### src/rtl/serport_pkg.sv
package serport_pkg;

    localparam int HOST_ADDR_W = 5;
    localparam int BYTE_W      = 8;

    typedef enum logic [2:0] {
        REG_ID0    = 3'd0,
        REG_ID1    = 3'd1,
        REG_ID2    = 3'd2,
        REG_ID3    = 3'd3,
        REG_DATA   = 3'd4,
        REG_STATUS = 3'd5,
        REG_DIVLO  = 3'd6,
        REG_DIVHI  = 3'd7
    } reg_sel_e;

    // status bit positions (decoded by host software)
    localparam int ST_FERR    = 0;
    localparam int ST_OVR     = 1;
    localparam int ST_RXIE    = 2;
    localparam int ST_RXFULL  = 3;
    localparam int ST_RXONE   = 4;
    localparam int ST_RXEMPTY = 5;
    localparam int ST_TXIE    = 6;
    localparam int ST_TXEMPTY = 7;

    typedef enum logic [1:0] {
        TX_IDLE  = 2'd0,
        TX_START = 2'd1,
        TX_DATA  = 2'd2,
        TX_STOP  = 2'd3
    } tx_state_e;

    typedef enum logic [2:0] {
        RX_IDLE  = 3'd0,
        RX_START = 3'd1,
        RX_DATA  = 3'd2,
        RX_STOP  = 3'd3,
        RX_HOLD  = 3'd4
    } rx_state_e;

endpackage

### src/rtl/serport_baudgen.sv
module serport_baudgen #(
    parameter int              DIV_W     = 16,
    parameter logic [DIV_W-1:0] DIV_RESET = 16'd26
) (
    input  logic             clk,
    input  logic             rst_n,
    input  logic             wr_lo,
    input  logic             wr_hi,
    input  logic [7:0]       wdata,
    output logic [DIV_W-1:0] div_q,
    output logic             tick
);
    localparam int HI_W = DIV_W - 8;

    logic [DIV_W-1:0] div_d;
    logic [DIV_W-1:0] cnt_q;
    logic             load;

    always_comb begin
        div_d = div_q;
        if (wr_lo) div_d[7:0]       = wdata;
        if (wr_hi) div_d[DIV_W-1:8] = wdata[HI_W-1:0];
    end

    assign load = wr_lo | wr_hi;
    assign tick = (cnt_q == '0) && !load;

    always_ff @(posedge clk or negedge rst_n) begin
        if (!rst_n) begin
            div_q <= DIV_RESET;
            cnt_q <= DIV_RESET;
        end else begin
            div_q <= div_d;
            if (load)
                cnt_q <= div_d;
            else if (cnt_q == '0)
                cnt_q <= div_q;
            else
                cnt_q <= cnt_q - 1'b1;
        end
    end
endmodule

### src/rtl/serport_tx.sv
module serport_tx
    import serport_pkg::*;
#(
    parameter int DATA_W = 8,
    parameter int OSR    = 4
) (
    input  logic              clk,
    input  logic              rst_n,
    input  logic              tick,
    input  logic              load,
    input  logic [DATA_W-1:0] load_data,
    output logic              txd,
    output logic              idle
);
    localparam int SUB_W = (OSR > 1) ? $clog2(OSR) : 1;
    localparam int BIT_W = (DATA_W > 1) ? $clog2(DATA_W) : 1;
    localparam logic [SUB_W-1:0] SUB_LAST = SUB_W'(OSR - 1);
    localparam logic [BIT_W-1:0] BIT_LAST = BIT_W'(DATA_W - 1);

    tx_state_e         state_q, state_d;
    logic [SUB_W-1:0]  sub_q;
    logic [BIT_W-1:0]  bit_q;
    logic [DATA_W-1:0] shift_q;
    logic              bit_end;

    assign bit_end = tick && (sub_q == SUB_LAST);

    always_comb begin
        state_d = state_q;
        unique case (state_q)
            TX_IDLE:  if (load)    state_d = TX_START;
            TX_START: if (bit_end) state_d = TX_DATA;
            TX_DATA:  if (bit_end && (bit_q == BIT_LAST)) state_d = TX_STOP;
            TX_STOP:  if (bit_end) state_d = TX_IDLE;
            default:               state_d = TX_IDLE;
        endcase
    end

    always_ff @(posedge clk or negedge rst_n) begin
        if (!rst_n) begin
            state_q <= TX_IDLE;
        end else begin
            state_q <= state_d;
        end
    end

    always_ff @(posedge clk or negedge rst_n) begin
        if (!rst_n) begin
            sub_q   <= '0;
            bit_q   <= '0;
            shift_q <= '0;
        end else begin
            if (state_q == TX_IDLE)
                sub_q <= '0;
            else if (tick)
                sub_q <= bit_end ? '0 : sub_q + 1'b1;

            if (state_q == TX_IDLE && load)
                shift_q <= load_data;
            else if (state_q == TX_DATA && bit_end)
                shift_q <= shift_q >> 1;

            if (state_q != TX_DATA)
                bit_q <= '0;
            else if (bit_end)
                bit_q <= bit_q + 1'b1;
        end
    end

    always_comb begin
        txd  = 1'b1;
        idle = 1'b0;
        unique case (state_q)
            TX_IDLE:  idle = 1'b1;
            TX_START: txd  = 1'b0;
            TX_DATA:  txd  = shift_q[0];
            TX_STOP:  txd  = 1'b1;
            default:  idle = 1'b1;
        endcase
    end
endmodule

### src/rtl/serport_rx.sv
module serport_rx
    import serport_pkg::*;
#(
    parameter int DATA_W      = 8,
    parameter int OSR         = 4,
    parameter int SYNC_STAGES = 2
) (
    input  logic              clk,
    input  logic              rst_n,
    input  logic              tick,
    input  logic              rxd,
    output logic              done,
    output logic              frame_err,
    output logic [DATA_W-1:0] data
);
    localparam int SUB_W = (OSR > 1) ? $clog2(OSR) : 1;
    localparam int BIT_W = (DATA_W > 1) ? $clog2(DATA_W) : 1;
    localparam logic [SUB_W-1:0] SUB_LAST = SUB_W'(OSR - 1);
    localparam logic [SUB_W-1:0] SUB_MID  = SUB_W'(OSR / 2 - 1);
    localparam logic [BIT_W-1:0] BIT_LAST = BIT_W'(DATA_W - 1);

    rx_state_e              state_q, state_d;
    logic [SYNC_STAGES-1:0] sync_q;
    logic                   rx_s;
    logic [SUB_W-1:0]       sub_q;
    logic [BIT_W-1:0]       bit_q;
    logic [DATA_W-1:0]      shift_q;
    logic                   mid, bit_end;

    assign rx_s    = sync_q[SYNC_STAGES-1];
    assign mid     = tick && (sub_q == SUB_MID);
    assign bit_end = tick && (sub_q == SUB_LAST);

    always_ff @(posedge clk or negedge rst_n) begin
        if (!rst_n) sync_q <= '1;
        else        sync_q <= {sync_q[SYNC_STAGES-2:0], rxd};
    end

    always_comb begin
        state_d = state_q;
        unique case (state_q)
            RX_IDLE:  if (tick && !rx_s) state_d = RX_START;
            RX_START: begin
                if (mid && rx_s)  state_d = RX_IDLE;
                else if (bit_end) state_d = RX_DATA;
            end
            RX_DATA:  if (bit_end && (bit_q == BIT_LAST)) state_d = RX_STOP;
            RX_STOP:  if (mid) state_d = rx_s ? RX_IDLE : RX_HOLD;
            RX_HOLD:  if (rx_s) state_d = RX_IDLE;
            default:  state_d = RX_IDLE;
        endcase
    end

    always_ff @(posedge clk or negedge rst_n) begin
        if (!rst_n) begin
            state_q <= RX_IDLE;
        end else begin
            state_q <= state_d;
        end
    end

    always_ff @(posedge clk or negedge rst_n) begin
        if (!rst_n) begin
            sub_q   <= '0;
            bit_q   <= '0;
            shift_q <= '0;
        end else begin
            if (state_q == RX_IDLE || state_q == RX_HOLD)
                sub_q <= '0;
            else if (tick)
                sub_q <= bit_end ? '0 : sub_q + 1'b1;

            if (state_q != RX_DATA)
                bit_q <= '0;
            else if (bit_end)
                bit_q <= bit_q + 1'b1;

            if (state_q == RX_DATA && mid)
                shift_q <= {rx_s, shift_q[DATA_W-1:1]};
        end
    end

    always_comb begin
        done      = 1'b0;
        frame_err = 1'b0;
        data      = shift_q;
        unique case (state_q)
            RX_STOP: begin
                done      = mid && rx_s;
                frame_err = mid && !rx_s;
            end
            RX_IDLE, RX_START, RX_DATA, RX_HOLD: ;
            default: ;
        endcase
    end
endmodule

### src/rtl/serport_fifo.sv
module serport_fifo #(
    parameter int DATA_W = 8,
    parameter int DEPTH  = 4
) (
    input  logic              clk,
    input  logic              rst_n,
    input  logic              push,
    input  logic [DATA_W-1:0] wdata,
    input  logic              pop,
    output logic [DATA_W-1:0] rdata,
    output logic              full,
    output logic              one_free,
    output logic              empty
);
    localparam int PTR_W = (DEPTH > 1) ? $clog2(DEPTH) : 1;
    localparam int CNT_W = $clog2(DEPTH + 1);
    localparam logic [PTR_W-1:0] PTR_LAST = PTR_W'(DEPTH - 1);
    localparam logic [CNT_W-1:0] CNT_FULL = CNT_W'(DEPTH);
    localparam logic [CNT_W-1:0] CNT_ONE  = CNT_W'(DEPTH - 1);

    logic [DATA_W-1:0] mem [DEPTH];
    logic [PTR_W-1:0]  wr_ptr, rd_ptr;
    logic [CNT_W-1:0]  count;
    logic              do_push, do_pop;

    assign full     = (count == CNT_FULL);
    assign one_free = (count == CNT_ONE);
    assign empty    = (count == '0);
    assign do_push  = push && !full;
    assign do_pop   = pop && !empty;
    assign rdata    = mem[rd_ptr];

    always_ff @(posedge clk) begin
        if (do_push) mem[wr_ptr] <= wdata;
    end

    always_ff @(posedge clk or negedge rst_n) begin
        if (!rst_n) begin
            wr_ptr <= '0;
            rd_ptr <= '0;
            count  <= '0;
        end else begin
            if (do_push) wr_ptr <= (wr_ptr == PTR_LAST) ? '0 : wr_ptr + 1'b1;
            if (do_pop)  rd_ptr <= (rd_ptr == PTR_LAST) ? '0 : rd_ptr + 1'b1;
            if (do_push && !do_pop)      count <= count + 1'b1;
            else if (do_pop && !do_push) count <= count - 1'b1;
        end
    end
endmodule

### src/rtl/serport_ctrl.sv
module serport_ctrl
    import serport_pkg::*;
#(
    parameter int          RX_DEPTH  = 4,
    parameter int          OSR       = 4,
    parameter int          DIV_W     = 16,
    parameter logic [15:0] DIV_RESET = 16'h001A,
    parameter logic [31:0] ID_VALUE  = 32'h5452_5053
) (
    input  logic                   clk,
    input  logic                   rst_n,
    input  logic                   bus_sel,
    input  logic                   bus_wr,
    input  logic [HOST_ADDR_W-1:0] bus_addr,
    input  logic [BYTE_W-1:0]      bus_wdata,
    output logic [BYTE_W-1:0]      bus_rdata,
    input  logic                   rxd,
    output logic                   txd,
    output logic                   irq
);
    reg_sel_e          reg_idx;
    logic              aligned, wr_hit, rd_hit, st_wr;
    logic              tick, tx_idle, tx_load;
    logic              rx_done, rx_ferr;
    logic [BYTE_W-1:0] rx_byte, fifo_head;
    logic              rx_full, rx_one, rx_empty;
    logic [DIV_W-1:0]  div_q;
    logic              err_frame_q, err_ovr_q, rx_ie_q, tx_ie_q;
    logic [BYTE_W-1:0] status;

    assign reg_idx = reg_sel_e'(bus_addr[4:2]);
    assign aligned = (bus_addr[1:0] == 2'b00);
    assign wr_hit  = bus_sel && bus_wr && aligned;
    assign rd_hit  = bus_sel && !bus_wr && aligned;
    assign st_wr   = wr_hit && (reg_idx == REG_STATUS);
    assign tx_load = wr_hit && (reg_idx == REG_DATA) && tx_idle;

    serport_baudgen #(.DIV_W(DIV_W), .DIV_RESET(DIV_RESET)) u_baud (
        .clk   (clk),
        .rst_n (rst_n),
        .wr_lo (wr_hit && (reg_idx == REG_DIVLO)),
        .wr_hi (wr_hit && (reg_idx == REG_DIVHI)),
        .wdata (bus_wdata),
        .div_q (div_q),
        .tick  (tick)
    );

    serport_tx #(.DATA_W(BYTE_W), .OSR(OSR)) u_tx (
        .clk       (clk),
        .rst_n     (rst_n),
        .tick      (tick),
        .load      (tx_load),
        .load_data (bus_wdata),
        .txd       (txd),
        .idle      (tx_idle)
    );

    serport_rx #(.DATA_W(BYTE_W), .OSR(OSR), .SYNC_STAGES(2)) u_rx (
        .clk       (clk),
        .rst_n     (rst_n),
        .tick      (tick),
        .rxd       (rxd),
        .done      (rx_done),
        .frame_err (rx_ferr),
        .data      (rx_byte)
    );

    serport_fifo #(.DATA_W(BYTE_W), .DEPTH(RX_DEPTH)) u_fifo (
        .clk      (clk),
        .rst_n    (rst_n),
        .push     (rx_done),
        .wdata    (rx_byte),
        .pop      (rd_hit && (reg_idx == REG_DATA)),
        .rdata    (fifo_head),
        .full     (rx_full),
        .one_free (rx_one),
        .empty    (rx_empty)
    );

    // control and sticky error flags: a new event wins over a clear
    always_ff @(posedge clk or negedge rst_n) begin
        if (!rst_n) begin
            err_frame_q <= 1'b0;
            err_ovr_q   <= 1'b0;
            rx_ie_q     <= 1'b0;
            tx_ie_q     <= 1'b0;
        end else begin
            if (rx_ferr)                             err_frame_q <= 1'b1;
            else if (st_wr && !bus_wdata[ST_FERR])   err_frame_q <= 1'b0;
            if (rx_done && rx_full)                  err_ovr_q   <= 1'b1;
            else if (st_wr && !bus_wdata[ST_OVR])    err_ovr_q   <= 1'b0;
            if (st_wr) begin
                rx_ie_q <= bus_wdata[ST_RXIE];
                tx_ie_q <= bus_wdata[ST_TXIE];
            end
        end
    end

    always_comb begin
        status              = '0;
        status[ST_FERR]     = err_frame_q;
        status[ST_OVR]      = err_ovr_q;
        status[ST_RXIE]     = rx_ie_q;
        status[ST_RXFULL]   = rx_full;
        status[ST_RXONE]    = rx_one;
        status[ST_RXEMPTY]  = rx_empty;
        status[ST_TXIE]     = tx_ie_q;
        status[ST_TXEMPTY]  = tx_idle;
    end

    always_comb begin
        bus_rdata = '0;
        if (aligned) begin
            unique case (reg_idx)
                REG_ID0:    bus_rdata = ID_VALUE[7:0];
                REG_ID1:    bus_rdata = ID_VALUE[15:8];
                REG_ID2:    bus_rdata = ID_VALUE[23:16];
                REG_ID3:    bus_rdata = ID_VALUE[31:24];
                REG_DATA:   bus_rdata = rx_empty ? '0 : fifo_head;
                REG_STATUS: bus_rdata = status;
                REG_DIVLO:  bus_rdata = div_q[7:0];
                REG_DIVHI:  bus_rdata = div_q[15:8];
                default:    bus_rdata = '0;
            endcase
        end
    end

    always_comb begin
        irq = (rx_ie_q && !rx_empty) || (tx_ie_q && tx_idle);
    end
endmodule

### config.mk
export PLATFORM = sky130hd
export DESIGN_NAME = serport_ctrl
export DESIGN_NICKNAME = d
export VERILOG_FILES = /design/src/rtl/serport_pkg.sv /design/src/rtl/serport_baudgen.sv /design/src/rtl/serport_tx.sv /design/src/rtl/serport_rx.sv /design/src/rtl/serport_fifo.sv /design/src/rtl/serport_ctrl.sv
export SDC_FILE = /design/constraint.sdc
export NUM_CORES = 1
export LEC_CHECK = 0
export BUFFER_PORTS_ARGS = -buffer_cell sky130_fd_sc_hd__buf_2
export CAP_MARGIN = 20
export CORE_UTILIZATION = 60
export DETAILED_ROUTE_END_ITERATION = 10
export PLACE_DENSITY = 0.78
export RECOVER_POWER = 100
export SYNTH_ARGS = -nofsm -noshare
export SYNTH_HDL_FRONTEND = slang
export SYNTH_SLANG_ARGS = --single-unit
export TNS_END_PERCENT = 100
### constraint.sdc
create_clock -name clk -period 4.1 [get_ports clk]
set_input_delay 0.82 -clock clk [delete_from_list [all_inputs] [get_ports clk]]
set_output_delay 0.82 -clock clk [all_outputs]
set_load 0.02 [all_outputs]
## Yosys cells after proc, flatten, opt, wreduce, memory -nomap -nowiden

Memory sizes are Yosys's and may differ from the RTL's.
Index checks and enable logic that the tools add are counted.

- Memories: 1
- Register bits after elaboration: 76
- Logic and storage cells: 167
- Bits in writable memories: 32
- Output and inout port bits: 10

Memories:

| memory | depth | bits a word | rd ports | clocked after memory_dff | write ports | line | source |
|---|---|---|---|---|---|---|---|
| u_fifo.mem | 4 | 8 | 1 | 0 | 1 | serport_fifo.sv:21 | `logic [DATA_W-1:0] mem [DEPTH];` |

- Equality and inequality tests: 34
- Reduce and logical (&&, ||, !) cells: 58
- $add $sub $neg: 9
- Multiplexer cells: 46
- Bitwise gates (word level): 1

Operators with widths:

| operator | count |
|---|---|
| $pmux W8 S8 | 1 |
| $mux W8 | 6 |
| $mux W3 | 13 |
| $mux W16 | 2 |
| $logic_and A1 B1 Y1 | 31 |
| $eq A3 B3 Y1 const B | 8 |
| $mux W2 | 12 |
| $logic_not A16 Y1 | 1 |
| $ne A2 B1 Y1 const B | 8 |
| $reduce_bool A2 Y1 | 8 |
| $sub A16 B1 Y16 const B | 1 |
| $eq A3 B2 Y1 const B | 5 |
| $pmux W3 S5 | 1 |
| $eq A2 B2 Y1 const B | 6 |
| $add A3 B1 Y3 const B | 3 |
| $logic_not A1 Y1 | 9 |
| $logic_not A3 Y1 | 3 |
| $mux W1 | 9 |
| $add A2 B1 Y2 const B | 4 |
| $pmux W2 S4 | 1 |
| $eq A3 B1 Y1 const B | 2 |
| $reduce_and A5 Y1 | 1 |
| $eq A2 B1 Y1 const B | 2 |
| $logic_not A2 Y1 | 2 |
| 8 further kinds | 9 |

## Logic depth before layout (Yosys ltp)

Gate-level depths: netlist (run 1).

- Word-level depth: 14
- Gate-level depth with buffers: 12
- Mapped depth without buffers: 12

## By module

A second synthesis (run 1) with hierarchy kept.

- Cells, all modules: 469
- Area, all modules: 5512.8 um2

Modules (own cells, without submodules):

| module | seq. area each (um2) | times used | area each (um2) | cells an instance |
|---|---|---|---|---|
| serport_baudgen | 808.3 | 1 | 1634.1 | 163 |
| serport_fifo | 1136.1 | 1 | 1621.6 | 81 |
| serport_rx | 452.9 | 1 | 859.6 | 72 |
| serport_tx | 375.4 | 1 | 794.5 | 74 |
| serport_ctrl | 100.1 | 1 | 603.1 | 79 |

## Least setup slack after synthesis (run 1)

Ideal clock, no wire load.

- Path type: input -> register
- Start point: input port bus_addr[3]
- End point: register u_fifo.count[2]
- Slack: 789 ps
- Cell stages on the path: 12
- Buffers on the path: 2
- Arrival: 3232 ps
- Path through: clkbuf_1 -> and3_1 -> clkbuf_1 -> a211oi_1 -> nand3_1 -> nor4_4 -> ha_1 -> inv_1 -> fa_1 -> xor2_1 -> nor2_1 -> xor2_1

- Longest elaborated chain between the ends: 12
- Elaborated cells between the ends (all ways): 20
- Classes of those cells: eq/ne: 3; mux: 2; bitwise: 1; reduce/logical: 14

RTL lines:

| item | line | source |
|---|---|---|
| start, declared | serport_ctrl.sv:14 | `input logic [HOST_ADDR_W-1:0] bus_addr,` |
| $eq A3 B3 Y1 (on tied branches) | serport_ctrl.sv:41, serport_ctrl.sv:42 |  |
| $logic_and A1 B1 Y1 (on tied branches) | serport_ctrl.sv:41, serport_ctrl.sv:42 |  |
| $or A1 B1 Y1 (*) | serport_baudgen.sv:25 | `assign load = wr_lo \| wr_hi;` |
| $logic_not A1 Y1 (*) | serport_baudgen.sv:26 | `assign tick = (cnt_q == '0) && !load;` |
| $logic_and A1 B1 Y1 (*) | serport_baudgen.sv:26 |  |
| $logic_and A1 B1 Y1 (*) | serport_rx.sv:31 | `assign mid = tick && (sub_q == SUB_MID);` |
| $logic_and A1 B1 Y1 (*) | serport_rx.sv:89 | `done = mid && rx_s;` |
| $mux W1 (*) | serport_rx.sv:87 | `unique case (state_q)` |
| $logic_and A1 B1 Y1 (*) | serport_fifo.sv:29 | `assign do_push = push && !full;` |
| named net u_fifo.do_push | serport_fifo.sv:24 | `logic do_push, do_pop;` |
| $logic_not A1 Y1 | serport_fifo.sv:46 | `else if (do_pop && !do_push) count <= count - 1'b1;` |
| $logic_and A1 B1 Y1 | serport_fifo.sv:46 |  |
| $reduce_bool A2 Y1 (no source line) | - |  |
| end signal, assigned | serport_fifo.sv:45 | `if (do_push && !do_pop) count <= count + 1'b1;` |
| end signal, assigned | serport_fifo.sv:46 |  |
| end, declared | serport_fifo.sv:23 | `logic [CNT_W-1:0] count;` |

The timed path passes the listed nets; every way through them passes the cells marked *.
A chain may end at the register's enable or synchronous reset.

## Worst setup path after layout (run 1)

Ends and elaborated chain as after synthesis.

==> results.tsv, run 1 <==
stage	metric	value	unit
pwr	max-vdd-ir-drop	0.000302	V
floorplan	core-area	8720	um2
global_routing	grt_max_degree	77	
synthesis	synth_most_common_cell	dfrtp_1	
placement	post-place-cells	581	
run_status	status	finished, violations left	
layout	final_cells	597	
synthesis	syn_inst	467	
floorplan	dieArea	9390	um2
placement	hpwl	8050	um
global_routing	antenna_found_initial	0	
worst_setup_path	arrival	3.85	ns
min_path	hold_path.class	flop to flop	
cts	clock-root-buffer	clkbuf_8	
pwr	power_frac_seq	53.0	%
synthesis	yosysTopAreaCell	dfrtp_1	
synthesis	synth-warning-count	0	
worst_setup_path	cp.required	4.42	ns
cts	cts_buffers	9	
timing	fmaxAchievable	283	MHz
placement	portBuffers	27	
cts	clock_latency	0.38	ns
cts	clkTransAtPathRegs	0.11	ns
routing	routedWlPerCell	18.6	um
layout	layout.nets	521	
timing	rsz0062_at_grt	no	
pwr	leakage	2.53	nW
timing	maxSlewViolCount	77	
global_routing	overflow	0	
floorplan	num_rows	34	
pwr	fin_total_pwr	2.54	mW
synthesis	ys_seq_area_share	53.2	%
routing	drt_iter0_drc	243	
global_routing	grt_pass1_vias	3681	
floorplan	start_util	62.0	%
pwr	power_density	440	nW/um2
global_routing	grt_util_all_layers	24.9	%
floorplan	ios	28	
timing	hold_viol_final	0	
routing	drc_errors	0	
synthesis	syn_area	5400	um2
floorplan	die_h	96.9	um
routing	ant_nets	0	
layout	antenna_cells	0	
global_routing	grt_first_pass_wirelength	18300	um
timing	fin_crit	3.54	ns
placement	post-place-ws	0.407	ns
routing	routed_wl	11100	um
synthesis	yosysUniqueCellTypes	58	
cts	cts_sinks	108	
layout	drive_gt1_share	16.6	%
synthesis	synth.avg_cell_area	11.6	um2
worst_setup_path	end_kind	flop	
timing	maxSlewHeadroom	-24.2	%
pwr	swShare	32.1	%
synthesis	ys_ff_latch	108	
synthesis	synth_top_area_share	31.5	%
synthesis	synth_flop_cell	dfrtp_1	
floorplan	fp.dieW	96.9	um
timing	fin_ws	0.565	ns
cts	cts_max_level	3	
cts	tritoncts	done	
timing	setup_viol	0	
synthesis	ys_async_sr_fraction	70.4	%
cts	clk_path_buf_depth	2	
synthesis	synthesis.nets	504	
worst_setup_path	crit_path_start_kind	input port	
timing	worst_slew_pin_slew	1.86	ns
pwr	p_comb_share	20.9	%
timing	finalClockSkew	0.0151	ns
timing	fin_setup_tns	0	ns
cts	cts-resized-gates	0	
pwr	p_sw	0.816	mW
worst_setup_path	critical_path_class	input port to flop	
synthesis	yosys-top-cells-area	dfrtp_1, edfxtp_1, mux2_2, ha_1, dfstp_2	
synthesis	synth_edf_count	32	
min_path	min_path_cells	0	
timing	period_share	86.2	%
layout	syn_to_final_growth	6.97	%
routing	drt_pass1_iterations	7	
run_status	violations	capacitance limit, slew limit	
pwr	clockPowerShare	26.0	%
routing	via_per_inst	6.21	
cts	post_cts_buffers	0	
routing	vias	3710	
synthesis	synth_common_cells	dfrtp_1, nor2_1, nand2_1	
run	drv_cap	1	
cts	holdBufCountCts	0	
worst_setup_path	crit_fanout	16	
worst_setup_path	reg2reg_depth	10	
pwr	p_int	1.73	mW
placement	gp_congestion	0.872	
cell families (layout without fill, tap and decap cells):
group,count (synthesis),count (layout),synth area share [%]
AND/OR/NAND/NOR,151,151,14.2
XOR/XNOR,15,15,2.43
flip-flops,108,108,53.2
buffers and inverters,37,59,2.78
multiplexers,55,55,12.8
adder cells (fa/ha/maj),19,19,4.54
AO/OA/AOI/OAI,82,82,10.1
per-layer routing:
metal / vias to the layer above / wire length, um / GRT usage (%) / share of wire (%)
li1: 1744 / - / - / -
met1: 1824 / 4530 / 31.0 / 41
met2: 122 / 5650 / 42.8 / 51
met3: 20 / 644 / 5.78 / 5.8
met4: 0 / 279 / 8.04 / 2.5
met5: - / 0 / 0 / 0
through the flow:
stage | instance area [um2] | hold WS, ns | utilization, %
2_1_floorplan | 5400 | 0.345 | -
3_3_place_gp | 5600 | 0.347 | 64.2
3_5_place_dp | 5600 | 0.348 | 64.2
4_1_cts | 5810 | 0.366 | 66.6
5_1_grt | 5780 | 0.372 | 66.3
6_report | 5780 | 0.363 | 66.3
registers in the layout, indices dropped and copies added, names as in the netlist, 3 cells and up:
| register | flops |
|---|---|
| u_baud.cnt_q | 16 |
| u_baud.div_q | 16 |
| u_fifo.count | 3 |
| u_fifo.mem | 32 |
| u_rx.bit_q | 3 |
| u_rx.data | 8 |
| u_rx.state_q | 3 |
| u_tx.bit_q | 3 |
| u_tx.shift_q | 8 |
final timing paths:
check	slack (ns)	to	startpoint
setup reg to reg	0.71	u_fifo.count[2]	u_baud.cnt_q[2]
hold / removal	0.36	u_rx.sync_q[1]	u_rx.sync_q[0]
min in group asynchronous	0.92	u_baud.cnt_q[2]	rst_n
max in group asynchronous	2.07	u_tx.shift_q[1]	rst_n
setup / recovery	0.56	u_fifo.count[2]	bus_addr[3]
hold reg to reg	0.36	u_rx.sync_q[1]	u_rx.sync_q[0]
layout by cell type, fill, tap and decap left out, types with 4 or more instances in the layout:
master,n
nor3_1,15
mux2i_1,16
a21boi_0,4
dfrtp_1,68
o21ai_0,16
o22ai_1,9
buf_2,14
xor2_1,6
mux2_1,9
clkbuf_8,9
mux4_2,8
a22oi_1,6
and2_0,6
xnor2_1,9
dfstp_2,8
nor4_1,6
edfxtp_1,32
nand2_1,34
inv_1,11
ha_1,18
clkbuf_1,14
nand3_1,14
inv_8,4
nor2_1,41
mux2_2,22
and3_1,4
nand2b_1,5
or3_1,9
a21oi_1,18
cell type report:
| type | instances | area (um2) |
|---|---|---|
| repair buffers | 31 | 143 |
| clock buffers | 9 | 124 |
| flip-flops and latches | 108 | 2870 |
| clock inverters | 7 | 86.3 |
| multi-input cells | 322 | 2370 |
| inverters | 12 | 45.0 |
| well taps | 108 | 135 |
| fillers | 667 | 2940 |
power by group through the flow:
stage	Sequential, mW	Combinational [mW]	Clock [mW]
after floorplan	1.33	0.413	0
after global placement	1.36	0.524	0
after detailed placement	1.37	0.538	0
after CTS	1.35	0.541	0.674
after global routing	1.37	0.593	0.714
final	1.35	0.533	0.662
critical path: stages:
cell and delay, ns:
clkbuf_1 0.32, and3_1 0.37, a211oi_1 0.52, nand3_1 0.24
nor4_4 0.48, ha_1 0.26, inv_1 0.06, fa_1 0.37
xor2_1 0.15, nor2_1 0.11, xor2_1 0.15
No activity file was read; power rests on OpenSTA's default activity.
==> run 2, diff against run 1 <==
Settings changed: PLACE_DENSITY 0.78 to 0.9.
==> run 2 against run 1 <==
The flow still finishes with violations (capacitance limit, slew limit). Die area did not move. Clock skew fell by 0.00059 ns. Final cell count did not move. Sequential power barely moved. Routed wire length rose by 5.8%. Critical endpoint unchanged. Critical path type unchanged.
==> results.tsv, run 2 (synthesis gave the netlist of run 1 again) <==
stage	metric	value	unit	change
run_status	status	finished, violations left		
run_status	violations	capacitance limit, slew limit		
worst_setup_path	setup.worst_path.start	bus_addr[3]		
global_routing	grt_use_met3	6.29	%	+0.51 points
layout	reg_top3	u_fifo.mem (32), u_baud.cnt_q (16), u_baud.div_q (16)		
worst_setup_path	critical_path_class	input port to flop		
layout	drive_gt1_share	16.4	%	-0.20 points
timing	fin_crit	3.52	ns	-0.0195 ns
cts	post_cts_buffers	0		unchanged
floorplan	start_util	62.0	%	unchanged
worst_setup_path	crit_fanout	16		unchanged
layout	antenna_cells	0		unchanged
worst_setup_path	cp_cell_sequence	clkbuf_1, and3_1, a211oi_1, nand3_1, nor4_4, ha_1, inv_1, fa_1, xor2_1, nor2_1, xor2_1		
cts	holdBufCountCts	0		unchanged
global_routing	top_usage_layer	met2		
pwr	power_density	439	nW/um2	-0.14%
floorplan	die_h	96.9	um	unchanged
global_routing	overflow	0		unchanged
layout	largest_reg_flops	32		unchanged
routing	drt_pass1_iterations	4		-3
worst_setup_path	crit_slowest_cell	a211oi_1		
pwr	max-vdd-ir-drop	0.000203	V	-33%
placement	placed_cell_area	5600	um2	unchanged
cts	clock-root-buffer	clkbuf_8		
layout	layout_commonest_cell	dfrtp_1		
routing	vias	3773		+1.7%
timing	maxSlewHeadroom	-23.7	%	+0.48 points
layout	largest-register	u_fifo.mem		
layout	finalInstanceArea	5770	um2	-0.11%
global_routing	grt_max_degree	77		unchanged
cts	clock_latency	0.38	ns	about the same
global_routing	antenna_found_initial	0		unchanged
worst_setup_path	arrival	3.81	ns	-0.04 ns
floorplan	ios	28		unchanged
min_path	min_from	u_rx.sync_q[0]		
global_routing	grt_first_pass_wirelength	19400	um	+5.8%
worst_setup_path	reg2reg_from	u_baud.cnt_q[2]		
placement	gp_congestion	0.868		-0.45%
timing	maxSlewViolCount	77		unchanged
global_routing	grt_pass1_vias	3845		+4.5%
global_routing	use_met1	33.3	%	+2.2 points
timing	fin_setup_tns	0	ns	unchanged
routing	via_per_inst	6.32		+1.7%
timing	period_share	85.8	%	-0.48 points
cts	cts_max_level	3		unchanged
timing	hold_viol_final	0		unchanged
routing	drc_errors	0		unchanged
routing	drt_iter0_drc	249		+2.5%
floorplan	dieArea	9390	um2	unchanged
cts	cts_buffers	9		unchanged
timing	rsz0062_at_grt	no		
routing	ant_nets	0		unchanged
global_routing	grt_util_all_layers	26.5	%	+1.6 points
cts	tritoncts	done		
placement	portBuffers	27		unchanged
floorplan	fp.dieW	96.9	um	unchanged
timing	finalClockSkew	0.0145	ns	-0.000587 ns
floorplan	num_rows	34		unchanged
routing	routedWlPerCell	19.7	um	+5.8%
worst_setup_path	crit_top_cell	xor2_1		
cts	cts_sinks	108		unchanged
cts	cts-resized-gates	0		unchanged
layout	final_cell_mix	dfrtp_1, nor2_1, nand2_1		
worst_setup_path	cp.required	4.40	ns	-0.02 ns
pwr	leakage	2.52	nW	-0.20%
run	drv_cap	1		unchanged
min_path	hold_path.class	flop to flop		
timing	worst_slew_pin_slew	1.86	ns	-0.00728 ns
layout	syn_to_final_growth	6.85	%	
worst_setup_path	crit_path_start_kind	input port		
layout	layout.nets	521		unchanged
placement	hpwl	8400	um	+4.3%
cts	clk_path_buf_depth	2		unchanged
worst_setup_path	end_kind	flop		
timing	setup_viol	0		unchanged
layout	n_fill_cell	637		-4.5%
worst_setup_path	worst_path_largest_cell_delay	0.48	ns	-0.04 ns
timing	fmaxAchievable	284	MHz	+0.56%
floorplan	core-area	8720	um2	unchanged
routing	routed_wl	11700	um	+5.8%
global_routing	grtUsageMet2	44.1	%	+1.2 points
cts	clkTransAtPathRegs	0.10	ns	about the same
[run 2: layer usage]
| metal | vias up | wire (um) |
|---|---|---|
| met4 | 0 | 317 |
| li1 | 1746 | - |
| met1 | 1878 | 4710 |
| met3 | 29 | 728 |
| met2 | 120 | 5990 |
| met5 | - | 0 |
[run 2: final cells by class]
type | instances | area, um2 | share of cell area [%]
Clock buffer | 9 | 124 | 2.15
Clock inverter | 7 | 76.3 | 1.32
Timing Repair Buffer | 31 | 140 | 2.43
Tap cell | 108 | 135 | 2.34
Sequential cell | 108 | 2870 | 49.8
Multi-Input combinational cell | 322 | 2380 | 41.2
Inverter | 12 | 45.0 | 0.780
[run 2: path summary, 6_finish.rpt]
path	end	slack (ns)	cells after the start
worst max-delay path	u_fifo.count[2]	0.58	11
worst min-delay path	u_rx.sync_q[1]	0.36	0
worst max register to register	u_fifo.count[2]	0.67	10
worst min register to register	u_rx.sync_q[1]	0.36	0
max in group asynchronous	u_tx.shift_q[4]	2.06	1
min in group asynchronous	u_baud.cnt_q[5]	0.93	1
[run 2: where the power goes]
| group | internal [mW] | switching [mW] | leakage (nW) |
|---|---|---|---|
| Combinational | 0.244 | 0.302 | 1.06 |
| Clock | 0.241 | 0.398 | 0.101 |
| Sequential | 1.24 | 0.115 | 1.36 |
[run 2: stage by stage]
| step | setup WS (ns) | hold WS (ns) | std cells | util [%] | total power, mW |
|---|---|---|---|---|---|
| floorplan | 0.789 | 0.345 | 467 | - | 1.75 |
| global route | 0.372 | 0.372 | 597 | 66.2 | 2.66 |
| global placement | 0.630 | 0.346 | 581 | 64.2 | 1.88 |
| CTS | 0.707 | 0.366 | 597 | 66.5 | 2.55 |
| finish | 0.584 | 0.363 | 597 | 66.2 | 2.54 |
| detailed placement | 0.448 | 0.350 | 581 | 64.2 | 1.91 |
[run 2: critical path: cells and delay by family]
| family | cells | cell delay (ns) |
|---|---|---|
| buffers and inverters | 2 | 0.36 |
| adder cells (fa/ha/maj) | 2 | 0.63 |
| AND/OR/NAND/NOR | 4 | 1.20 |
| AO/OA/AOI/OAI | 1 | 0.48 |
| XOR/XNOR | 2 | 0.32 |
==> run 3, diff against run 2 <==
Settings changed: SYNTH_HIERARCHICAL from default to 1.
==> run 3 against run 2 <==
The run ends with DRC, capacitance limit, slew limit left. Die area up 2.0%. Hold slack lost 0.00082 ns. Synthesized area grew 2.0%. First-iteration DRC count up 31%. Critical path depth is 4 higher. Via count down 0.45%. Clock-buffer cell count is the same. Final cell count increased by 2.0%. Flip-flop and latch count is the same. Power up 0.69%. Global-route usage fell by 1.5 points. Clock power hardly changed.
==> results.tsv, run 3 <==
stage	metric	value	unit	change
floorplan	start_util	62.6	%	+0.64 points
pwr	swShare	32.8	%	+0.66 points
synthesis	synth-compound-area-share	10.5	%	+0.37 points
layout	drive_gt1_share	14.8	%	-1.6 points
synthesis	syn_area	5510	um2	+2.0%
cts	cts_sinks	108		unchanged
worst_setup_path	cp.required	4.41	ns	about the same
min_path	min_from	u_rx/sync_q[0]		
routing	drt_iter0_drc	326		+31%
routing	vias	3756		-0.45%
floorplan	core-area	8810	um2	+0.98%
cts	cts-resized-gates	0		unchanged
worst_setup_path	crit_buf_inv	2		unchanged
floorplan	num_rows	34		unchanged
timing	maxSlewHeadroom	-25.5	%	-1.8 points
synthesis	synth_top_area_share	30.9	%	-0.62 points
cts	clkTransAtPathRegs	0.11	ns	about the same
timing	worst_slew_pin_slew	1.88	ns	+0.0263 ns
cts	tritoncts	done		
global_routing	overflow	0		unchanged
cts	clock-root-buffer	clkbuf_8		
floorplan	die_h	97.9	um	+0.99%
placement	hpwl	8100	um	-3.5%
layout	final_cell_mix	dfrtp_1, nand2_1, edfxtp_1		
layout	reg_top3	u_fifo/mem (32), u_baud/cnt_q (16), u_baud/div_q (16)		
synthesis	yosysUniqueCellTypes	74		+28%
layout	final_cells	609		+2.0%
floorplan	fp.dieW	97.9	um	+0.99%
timing	setup_viol	0		unchanged
run	drv_cap	1		unchanged
layout	largest-register	u_fifo/mem		
worst_setup_path	crit_path_start_kind	flop		
worst_setup_path	cp_cell_sequence	inv_1, ha_1, nor4b_1, and4_1, and2_0, nand2_2, or3_1, nor2_1, nor2b_4, ha_1, inv_1, fa_1, xor2_1, nor2_1, xor2_1		
worst_setup_path	regToRegSetupSlack	0.40	ns	-0.27 ns
cts	clk_path_buf_depth	2		unchanged
floorplan	ios	28		unchanged
timing	finalClockSkew	0.0103	ns	-0.00414 ns
cts	post_cts_buffers	0		unchanged
pwr	p_comb_share	20.5	%	-1.0 points
timing	hold_ws	0.362	ns	-0.000819 ns
run_status	violations	DRC, capacitance limit, slew limit		
synthesis	synth.avg_cell_area	11.8	um2	+1.6%
worst_setup_path	r2r_end	u_fifo/count[2]		
timing	hold_viol_final	0		unchanged
placement	portBuffers	27		unchanged
min_path	hold_end	u_rx/sync_q[1]		
pwr	clockPowerShare	25.1	%	about the same
timing	fin_crit	3.70	ns	+0.188 ns
synthesis	ys_seq_area_share	52.1	%	-1.0 points
cts	clock_latency	0.38	ns	about the same
synthesis	synth_top_family_by_area	simple AND/OR/NAND/NOR gates		
synthesis	synth-simple-area-share	14.5	%	+0.33 points
global_routing	antenna_found_initial	1		+1
min_path	hold_path.class	flop to flop		
timing	maxSlewViolCount	77		unchanged
pwr	max-vdd-ir-drop	0.000333	V	+65%
worst_setup_path	reg2reg_from	u_baud/cnt_q[0]		
synthesis	synth_adder_area_share	4.68	%	+0.14 points
synthesis	yosys-top-cells-area	dfrtp_1, edfxtp_1, ha_1, mux2i_1, dfstp_2		
pwr	leakage	2.63	nW	+4.2%
routing	routed_wl	11300	um	-3.7%
synthesis	synthMuxAreaShare	12.0	%	-0.80 points
cts	cts_max_level	3		unchanged
timing	rsz0062_at_grt	no		
placement	gp_congestion	0.919		+5.9%
worst_setup_path	reg2reg_depth	15		+5
routing	ant_nets	0		unchanged
layout	layout.nets	533		+2.3%
synthesis	synth_flop_cell	dfrtp_1		
cts	cts_buffers	9		unchanged
global_routing	grt_first_pass_wirelength	18300	um	-5.3%
worst_setup_path	worst_path_largest_cell_delay	0.43	ns	-0.05 ns
timing	fin_setup_tns	0	ns	unchanged
cts	holdBufCountCts	0		unchanged
synthesis	synth_xor_area_share	2.70	%	+0.27 points
routing	drc_errors	4		+4
routing	via_per_inst	6.17		-2.4%
floorplan	dieArea	9580	um2	+2.0%
layout	largest_reg_flops	32		unchanged
synthesis	synth-warning-count	6		+6
placement	post-place-cells	592		+1.9%
pwr	power_frac_seq	54.4	%	+1.1 points
synthesis	ys_async_sr_fraction	70.4	%	unchanged
synthesis	synthesis.nets	507		+0.60%
synthesis	synth_edf_count	32		unchanged
synthesis	synth_common_cells	dfrtp_1, nand2_1, edfxtp_1		
routing	routedWlPerCell	18.6	um	-5.6%
timing	period_share	90.3	%	+4.6 points
layout	syn_to_final_growth	5.99	%	
synthesis	synth_most_common_cell	dfrtp_1		
layout	regArea	2870	um2	unchanged
worst_setup_path	crit_fanout	7		-9
layout	fin_util	66.4	%	+0.14 points
worst_setup_path	arrival	4.01	ns	+0.20 ns
global_routing	grt_max_degree	77		unchanged
global_routing	grt_util_all_layers	24.9	%	-1.5 points
worst_setup_path	critical_path_class	flop to flop		
worst_setup_path	end_kind	flop		
layout	multiInputGateArea	2380	um2	+0.11%
run_status	status	finished, violations left		
synthesis	syn_inst	469		+0.43%
global_routing	grt_pass1_vias	3651		-5.0%
min_path	min_path_cells	0		unchanged
routing	drt_pass1_iterations	9		+5
worst_setup_path	path_delay_family	simple AND/OR/NAND/NOR gates		
pwr	p_int	1.72	mW	-0.29%
layout	layout_commonest_cell	dfrtp_1		
pwr	fin_total_pwr	2.55	mW	+0.69%
worst_setup_path	crit_slowest_cell	dfrtp_1		
pwr	power_density	437	nW/um2	-0.50%
pwr	p_sw	0.837	mW	+2.8%
synthesis	yosysTopAreaCell	dfrtp_1		
synthesis	ys_ff_latch	108		unchanged
timing	fmaxAchievable	270	MHz	-5.1%
layout	n_fill_cell	625		-1.9%
==> run 3: changes by cell type in the layout (fill, tap and decap cells not counted), moves of 5 or more <==
| cell | delta |
|---|---|
| inv_1 | +15 |
| nand3_1 | -5 |
| mux2_2 | -9 |
| xor2_1 | +5 |
| nor2_1 | -13 |
| o221ai_1 | +5 |
| a21oi_1 | -6 |
| nand2_1 | +19 |
| a22oi_1 | -5 |
| o21ai_0 | +14 |
| nor3_1 | -8 |
| o22ai_1 | -8 |
| mux2i_1 | +6 |
| or3_1 | -7 |
==> run 3: power by group through the flow <==
stage                     registers [mW]  logic, mW  clock network [mW]
after floorplan                     1.37      0.410                   0
after global placement              1.39      0.511                   0
after detailed placement            1.41      0.534                   0
after CTS                           1.38      0.543               0.657
after global routing                1.40      0.577               0.691
final                               1.39      0.524               0.642
==> run 3: worst max-delay path by stage <==
stage                                  to       startpoint  slack (ns)  depth (start not counted)
after global routing      u_fifo/count[2]  u_baud/cnt_q[0]        0.11                         15
after detailed placement  u_fifo/count[2]          bus_sel        0.36                         16
after global placement    u_fifo/count[2]          bus_sel        0.43                         16
final                     u_fifo/count[2]  u_baud/cnt_q[0]        0.40                         15
after CTS                 u_fifo/count[2]  u_baud/cnt_q[0]        0.37                         15
after floorplan           u_fifo/count[1]      bus_addr[1]        0.11                         15
==> run 3: metal layers <==
metal / vias to the layer above / part of all wire, % / GRT usage [%]
met5: - / 0 / 0
met4: 0 / 2.1 / 7.69
met3: 19 / 5.4 / 4.08
met2: 122 / 52 / 42.7
met1: 1873 / 41 / 32.7
li1: 1742 / - / -
==> run 3: kinds of logic (layout without fill, tap and decap cells) <==
group	after synthesis	after routing
AOI/OAI and AO/OA	83	83
xor gates and xnor gates	17	17
and+or+nand+nor	145	145
buffers and inverters	44	75
muxes	52	52
adders and majority gates	20	20
DFF	108	108
other	0	1
==> run 3: cell type report <==
type	count	share of cell area [%]
Clock inverter	7	1.31
Timing Repair Buffer	33	2.59
Tap cell	108	2.31
Inverter	26	1.67
Sequential cell	108	49.2
Antenna cell	1	0.0428
Multi-Input combinational cell	317	40.8
Clock buffer	9	2.12
==> run 3: worst register-to-register path: stages (launching register included) <==
cell,delay [ns]
dfrtp_1,0.43
inv_1,0.11
ha_1,0.18
nor4b_1,0.25
and4_1,0.43
and2_0,0.25
nand2_2,0.09
or3_1,0.40
nor2_1,0.20
nor2b_4,0.26
ha_1,0.21
inv_1,0.06
fa_1,0.38
xor2_1,0.15
nor2_1,0.11
xor2_1,0.14
==> run 3: through the flow <==
step | instance area, um2 | setup WS, ns
global placement | 5740 | 0.433
CTS | 5940 | 0.368
finish | 5840 | 0.396
detailed placement | 5740 | 0.360
global route | 5840 | 0.107
floorplan | 5510 | 0.113
